--- src/rtl/opt_pkg.sv ---
package opt_pkg;
  typedef enum logic [1:0] {
    NEED_NONE    = 2'b00,
    NEED_ACT     = 2'b01,
    NEED_PRE_ACT = 2'b11
  } need_e;
endpackage

--- src/rtl/opt_page_table.sv ---
module opt_page_table #(
  parameter int ENTRIES = 4,
  parameter int IDX_W   = 2,
  parameter int ROW_W   = 14
) (
  input  logic             clk_i,
  input  logic             rst_ni,
  input  logic             act_i,
  input  logic             pre_i,
  input  logic             pre_all_i,
  input  logic [IDX_W-1:0] upd_idx_i,
  input  logic [ROW_W-1:0] upd_row_i,
  input  logic [IDX_W-1:0] lkp_idx_i,
  output logic             lkp_valid_o,
  output logic [ROW_W-1:0] lkp_row_o
);
  logic [ENTRIES-1:0] vld_q, vld_d;
  logic [ROW_W-1:0]   row_q [ENTRIES];
  logic [ROW_W-1:0]   row_d [ENTRIES];

  for (genvar e = 0; e < ENTRIES; e++) begin : g_entry
    logic sel, set, clr;
    assign sel = (upd_idx_i == IDX_W'(e));
    assign set = act_i & sel;
    assign clr = pre_all_i | (pre_i & sel);

    // activate wins over a coincident precharge
    always_comb begin
      vld_d[e] = vld_q[e];
      row_d[e] = row_q[e];
      if (set) begin
        vld_d[e] = 1'b1;
        row_d[e] = upd_row_i;
      end else if (clr) begin
        vld_d[e] = 1'b0;
      end
    end

    always_ff @(posedge clk_i or negedge rst_ni) begin
      if (!rst_ni) begin
        vld_q[e] <= 1'b0;
        row_q[e] <= '0;
      end else begin
        vld_q[e] <= vld_d[e];
        row_q[e] <= row_d[e];
      end
    end
  end

  // lookup reads next state: same-cycle notice is visible
  always_comb begin
    lkp_valid_o = 1'b0;
    lkp_row_o   = '0;
    for (int i = 0; i < ENTRIES; i++) begin
      if (lkp_idx_i == IDX_W'(i)) begin
        lkp_valid_o = vld_d[i];
        lkp_row_o   = row_d[i];
      end
    end
  end
endmodule

--- src/rtl/opt_classify.sv ---
module opt_classify
  import opt_pkg::*;
#(
  parameter int ROW_W = 14
) (
  input  logic             open_i,
  input  logic [ROW_W-1:0] open_row_i,
  input  logic [ROW_W-1:0] req_row_i,
  output need_e            need_o
);
  always_comb begin
    if (!open_i)                       need_o = NEED_ACT;
    else if (open_row_i == req_row_i)  need_o = NEED_NONE;
    else                               need_o = NEED_PRE_ACT;
  end
endmodule

--- src/rtl/opt_out_stage.sv ---
module opt_out_stage
  import opt_pkg::*;
#(
  parameter int RANK_W = 1,
  parameter int BANK_W = 2,
  parameter int ROW_W  = 14,
  parameter int COL_W  = 10
) (
  input  logic              clk_i,
  input  logic              rst_ni,
  input  logic              vld_i,
  input  logic [RANK_W-1:0] rank_i,
  input  logic [BANK_W-1:0] bank_i,
  input  logic [ROW_W-1:0]  row_i,
  input  logic [COL_W-1:0]  col_i,
  input  logic              write_i,
  input  need_e             need_i,
  output logic              vld_o,
  output logic [RANK_W-1:0] rank_o,
  output logic [BANK_W-1:0] bank_o,
  output logic [ROW_W-1:0]  row_o,
  output logic [COL_W-1:0]  col_o,
  output logic              write_o,
  output need_e             need_o
);
  always_ff @(posedge clk_i or negedge rst_ni) begin
    if (!rst_ni) vld_o <= 1'b0;
    else         vld_o <= vld_i;
  end

  always_ff @(posedge clk_i or negedge rst_ni) begin
    if (!rst_ni) begin
      rank_o  <= '0;
      bank_o  <= '0;
      row_o   <= '0;
      col_o   <= '0;
      write_o <= 1'b0;
      need_o  <= NEED_NONE;
    end else if (vld_i) begin
      rank_o  <= rank_i;
      bank_o  <= bank_i;
      row_o   <= row_i;
      col_o   <= col_i;
      write_o <= write_i;
      need_o  <= need_i;
    end
  end
endmodule

--- src/rtl/open_page_tracker.sv ---
module open_page_tracker
  import opt_pkg::*;
#(
  parameter int RANKS  = 2,
  parameter int BANKS  = 2,
  parameter int ROW_W  = 14,
  parameter int COL_W  = 10,
  localparam int RANK_W = (RANKS > 1) ? $clog2(RANKS) : 1,
  localparam int BANK_W = (BANKS > 1) ? $clog2(BANKS) : 1
) (
  input  logic              clk_i,
  input  logic              rst_ni,
  input  logic              req_valid_i,
  input  logic [RANK_W-1:0] req_rank_i,
  input  logic [BANK_W-1:0] req_bank_i,
  input  logic [ROW_W-1:0]  req_row_i,
  input  logic [COL_W-1:0]  req_col_i,
  input  logic              req_write_i,
  input  logic              ntc_act_i,
  input  logic              ntc_pre_i,
  input  logic              ntc_pre_all_i,
  input  logic [RANK_W-1:0] ntc_rank_i,
  input  logic [BANK_W-1:0] ntc_bank_i,
  input  logic [ROW_W-1:0]  ntc_row_i,
  output logic              out_valid_o,
  output logic [RANK_W-1:0] out_rank_o,
  output logic [BANK_W-1:0] out_bank_o,
  output logic [ROW_W-1:0]  out_row_o,
  output logic [COL_W-1:0]  out_col_o,
  output logic              out_write_o,
  output logic [1:0]        out_need_o
);
  localparam int ENTRIES = RANKS * BANKS;
  localparam int IDX_W   = (ENTRIES > 1) ? $clog2(ENTRIES) : 1;

  logic [IDX_W-1:0] req_idx, ntc_idx;
  logic             lkp_open;
  logic [ROW_W-1:0] lkp_row;
  need_e            need_d, need_q;

  assign req_idx = IDX_W'(int'(req_rank_i) * BANKS + int'(req_bank_i));
  assign ntc_idx = IDX_W'(int'(ntc_rank_i) * BANKS + int'(ntc_bank_i));

  opt_page_table #(
    .ENTRIES(ENTRIES), .IDX_W(IDX_W), .ROW_W(ROW_W)
  ) u_table (
    .clk_i       (clk_i),
    .rst_ni      (rst_ni),
    .act_i       (ntc_act_i),
    .pre_i       (ntc_pre_i),
    .pre_all_i   (ntc_pre_all_i),
    .upd_idx_i   (ntc_idx),
    .upd_row_i   (ntc_row_i),
    .lkp_idx_i   (req_idx),
    .lkp_valid_o (lkp_open),
    .lkp_row_o   (lkp_row)
  );

  opt_classify #(.ROW_W(ROW_W)) u_cls (
    .open_i     (lkp_open),
    .open_row_i (lkp_row),
    .req_row_i  (req_row_i),
    .need_o     (need_d)
  );

  opt_out_stage #(
    .RANK_W(RANK_W), .BANK_W(BANK_W), .ROW_W(ROW_W), .COL_W(COL_W)
  ) u_out (
    .clk_i   (clk_i),
    .rst_ni  (rst_ni),
    .vld_i   (req_valid_i),
    .rank_i  (req_rank_i),
    .bank_i  (req_bank_i),
    .row_i   (req_row_i),
    .col_i   (req_col_i),
    .write_i (req_write_i),
    .need_i  (need_d),
    .vld_o   (out_valid_o),
    .rank_o  (out_rank_o),
    .bank_o  (out_bank_o),
    .row_o   (out_row_o),
    .col_o   (out_col_o),
    .write_o (out_write_o),
    .need_o  (need_q)
  );

  assign out_need_o = need_q;
endmodule

--- config.mk ---
export PLATFORM = sky130hd
export DESIGN_NAME = open_page_tracker
export DESIGN_NICKNAME = d
export VERILOG_FILES = /design/src/rtl/opt_pkg.sv /design/src/rtl/opt_page_table.sv /design/src/rtl/opt_classify.sv /design/src/rtl/opt_out_stage.sv /design/src/rtl/open_page_tracker.sv
export SDC_FILE = /design/constraint.sdc
export NUM_CORES = 1
export LEC_CHECK = 0
export BUFFER_PORTS_ARGS = -buffer_cell sky130_fd_sc_hd__buf_2
export CAP_MARGIN = 25
export CORE_ASPECT_RATIO = 1.4
export CORE_UTILIZATION = 60
export CTS_CLUSTER_DIAMETER = 80
export DETAILED_ROUTE_END_ITERATION = 8
export HOLD_SLACK_MARGIN = 0.02
export PLACE_DENSITY = 0.85
export SYNTH_ARGS = -nofsm -noshare
export SYNTH_HDL_FRONTEND = slang
export SYNTH_SLANG_ARGS = --single-unit
--- constraint.sdc ---
create_clock -name clk_i -period 5.55 [get_ports clk_i]
set_clock_uncertainty 0.15 [all_clocks]
set_input_delay 0.555 -clock clk_i [delete_from_list [all_inputs] [get_ports clk_i]]
set_output_delay 0.555 -clock clk_i [all_outputs]
set_load 0.02 [all_outputs]
==> impl_results.md <==
* Result of the run: completed
* Maximum capacitance violations at 0
* Yosys Warn Count at 0
* Count of buffer and inverter cells on the critical path at 1
* Row count at 36
* Fraction of synthesized cell area in xor and xnor cells at 2.77%
* Core Region at 0.00703 mm^2
* Accumulated negative setup slack at 0 ns
* Type of origin of the critical path: input pin
* # setup viols final at 0
* Final max-slew violation count at 0
* Leading post-synthesis cells by cell area: sky130_fd_sc_hd__dfrtp_1, sky130_fd_sc_hd__mux2_2, sky130_fd_sc_hd__nand2_1, sky130_fd_sc_hd__mux2i_1, sky130_fd_sc_hd__xor2_1
* All-Layer GR Usage at 28.9%
* Net Count, Synth at 443
* Switching power at 0.451 mW
* Post-Route Utilization at 71.2%
* Combinational family with the most area after synthesis: multiplexers
* Vias post-DR at 3,378
* Number of synthesized register bits at 90
* Total Die Area at 0.00764 mm^2
* Pin count of the biggest net entering global routing at 59
* RSZ-0062 raised after global routing: no
* Cell depth of the worst hold path at 2
* Hold_ws at 0.274 ns
* Post-DP HPWL at 6.97 mm
* Number of resized instances in the post-cts repair step at 0
* Total congestion overflow after global routing at 0
* Remaining antenna violation count after routing at 0
* Number of nets in the finished design at 512
* Mux cell area share after synthesis at 19.2%
* Antenna fix cells at 0
* Critical path cell sequence: buf_2 > xor2_2 > nor3_1 > o31a_1 > nor4_1 > nand4_1 > a2111oi_0 > a21oi_1
* Vias per cell at 6.00
* Part of the power in the clock network at 27.5%
* Number of sinks driven by the clock tree at 90
* Layout cells sized above 1 at 35.5%
* Area of the mapped netlist at 0.00438 mm^2
* DRC viols at 0
* Cell at the slowest stage of the critical path: sky130_fd_sc_hd__buf_2
* Arrival time of data at the critical path endpoint at 3.26 ns
* Final-report hold violation count at 0
* Crit Path Category: input pin to register
* Combinational cell fraction of total power at 21.5%
* Seq pwr share at 51.0%
* Wirelength, routed at 10.0 mm
* Stages on worst setup path at 8
* Largest area contributor in the synthesized netlist: sky130_fd_sc_hd__dfrtp_1
* Async SR Flop Fraction at 100%
* Worst setup path start: req_bank_i
* Biggest fanout along the worst timing path at 45
* Leading register cell type out of synthesis: sky130_fd_sc_hd__dfrtp_1
* Top Family by Delay on Critical Path: compound AO/OA/AOI/OAI gates
* Final GP Congestion at 0.982
* Longest Clk Path Bufs at 2
* Initial DRT Pass Iterations at 4
* Worst path required time at 5.63 ns
* Cells after synthesis at 394
* EDFF count, synth at 0
* Number of fillers in the final layout at 513
* Sequential area share after synthesis at 51.5%
* Simple-gate share of the synthesized area at 13.9%
* Shortest period the worst path allows at 3.18 ns
* Width of the die at 74.2 um
* Max Clk Rate at 314 MHz
* Static Leak at 2.30 nW
* Clock-pin slew reported for the worst setup and hold paths after clock tree synthesis at 0.08 ns
* Worst vdd ir at 0.000224 V
* Clock latency on the worst-skew pair at 0.36 ns
* Share of total power consumed by net switching at 28.9%
* H-tree lvl count at 3
* Post-cts hold buffer count at 1
* TritonCTS buffer count at 9
* First-pass GRT wire length at 16.2 mm
* Count of boundary I/O pins at 79
* Routed len/inst at 17.8 um
* Slew of the pin with the lowest slew margin at 0.912 ns
* CTS tree: yes
* First-iteration detailed-routing DRC count at 290
* Synth Area per Inst at 11.1 um^2
* Max incr delay on CP at 0.69 ns
* Die boundary height at 103 um
* Power density relative to cell area at 312 mW/mm^2
* Worst slew margin relative to its limit at 39.2%
* Complex-gate fraction of the synthesized area at 9.23%
* Pint at 1.11 mW
* Part of the cycle the worst path needs at 57.3%
* Clk root buf: sky130_fd_sc_hd__clkbuf_8
* Yosys cell types at 51
* Number of global-route vias before repair at 3,266
* Number of setup buffers added after CTS at 0
* Worst hold start: req_col_i[9]
* Growth of design area from synthesis to finish at 14.2%
* Adder and majority cell fraction of the synthesized area at 0%
* Antenna violations before repair at 0
* Critical Path End Type: register
* Cells on worst reg2reg path at 6
* Starting density of the core at 62.3%
* Min-delay worst type: input pin to register
* Proportion of netlist area held by the largest area contributor at 51.5%
* Number of port buffers at 78
* Reg-to-reg startpoint: u_table.row_q[1]
logic make-up after synthesis:
logic type      after synthesis
compound gates               57
simple gates                129
mux                          72
buf+inv                      33
xor+xnor                     13
flops                        90
registers in the layout (all words and copies together), names as in the netlist:
name and cells:
u_table.row_q 56, u_out.vld_o 1, u_out.rank_o 1, u_out.need_o 2, u_out.col_o 10, u_out.write_o 1
u_out.row_o 14, u_table.vld_q 4, u_out.bank_o 1
routing by layer:
layer | track usage (%) | vias up | routed length (um)
met2 | 47.6 | 137 | 5100
met4 | 14.8 | 0 | 300
met5 | 0 | - | 0
met3 | 4.40 | 27 | 516
met1 | 36.7 | 1674 | 4090
li1 | - | 1540 | -
cells in the mapped netlist, drive strengths merged (2+ instances only):
library cell	instances
a2111oi	2
a211oi	2
a21oi	6
a31o	4
a31oi	3
and3	3
and3b	2
buf	18
clkbuf	7
dfrtp	90
inv	8
mux2	62
mux2i	7
mux4	3
nand2	77
nand2b	4
nand3	6
nand3b	5
nand4	2
nor2	5
nor3	8
nor3b	6
nor4	5
o2111ai	2
o211ai	4
o21ai	14
o221ai	5
o311ai	2
o31a	2
o32ai	3
or3	4
xnor2	4
xor2	9
cell usage in the layout, fill, tap and decap left out, types with 2 or more instances in the layout:
cell type	netlist	final
sky130_fd_sc_hd__a2111oi_0	2	2
sky130_fd_sc_hd__a211oi_1	2	2
sky130_fd_sc_hd__a21oi_1	6	6
sky130_fd_sc_hd__a31o_2	4	4
sky130_fd_sc_hd__a31oi_1	3	3
sky130_fd_sc_hd__and3_1	3	3
sky130_fd_sc_hd__and3b_1	2	2
sky130_fd_sc_hd__buf_2	12	77
sky130_fd_sc_hd__buf_4	1	5
sky130_fd_sc_hd__clkbuf_1	7	2
sky130_fd_sc_hd__clkbuf_8	0	9
sky130_fd_sc_hd__clkinv_2	0	2
sky130_fd_sc_hd__clkinvlp_4	0	2
sky130_fd_sc_hd__dfrtp_1	90	90
sky130_fd_sc_hd__inv_1	8	8
sky130_fd_sc_hd__mux2_1	2	2
sky130_fd_sc_hd__mux2_2	59	59
sky130_fd_sc_hd__mux2i_1	7	7
sky130_fd_sc_hd__mux4_2	3	3
sky130_fd_sc_hd__nand2_1	77	77
sky130_fd_sc_hd__nand2b_1	4	4
sky130_fd_sc_hd__nand3_1	5	5
sky130_fd_sc_hd__nand3b_1	5	5
sky130_fd_sc_hd__nand4_1	2	2
sky130_fd_sc_hd__nor2_1	5	5
sky130_fd_sc_hd__nor3_1	8	8
sky130_fd_sc_hd__nor3b_1	6	5
sky130_fd_sc_hd__nor4_1	5	5
sky130_fd_sc_hd__o2111ai_1	2	2
sky130_fd_sc_hd__o211ai_1	4	4
sky130_fd_sc_hd__o21ai_0	13	13
sky130_fd_sc_hd__o221ai_1	5	5
sky130_fd_sc_hd__o311ai_0	2	2
sky130_fd_sc_hd__o31a_1	2	2
sky130_fd_sc_hd__o32ai_1	3	3
sky130_fd_sc_hd__or3_1	4	4
sky130_fd_sc_hd__xnor2_1	4	4
sky130_fd_sc_hd__xor2_1	8	8
layout make-up:
class | instances | area, um^2 | area share (%)
sequential | 90 | 2250 | 45.0
multi-input combinational | 271 | 1980 | 39.6
timing repair buffer | 83 | 433 | 8.66
clock buffer | 11 | 131 | 2.63
tap | 95 | 119 | 2.38
clock inverter | 5 | 55.1 | 1.10
inverter | 8 | 30.0 | 0.601
final timing paths:
kind	to	slack, ns
max	u_out.need_o[1]	2.37
max in group asynchronous	u_table.row_q[16]	3.66
min	u_out.col_o[9]	0.27
max reg2reg	u_out.need_o[1]	3.31
min in group asynchronous	u_out.col_o[0]	0.54
min reg2reg	u_table.row_q[3]	0.32
power groups by stage:
stage | Combinational (mW) | Clock (mW) | Sequential, mW
global placement | 0.321 | 0 | 0.801
finish | 0.334 | 0.429 | 0.794
CTS | 0.333 | 0.435 | 0.794
global route | 0.367 | 0.461 | 0.806
floorplan | 0.201 | 0 | 0.822
detailed placement | 0.330 | 0 | 0.807
stage by stage:
step	area, um^2	power [mW]	worst slack (ns)	std cells
after floorplan	4380	1.02	2.97	394
after global placement	4800	1.12	2.17	546
after detailed placement	4800	1.14	2.10	546
after CTS	5000	1.56	2.43	563
after global routing	5000	1.63	2.14	563
final	5000	1.56	2.37	563
Note: power is estimated with default switching activity, not from simulation.
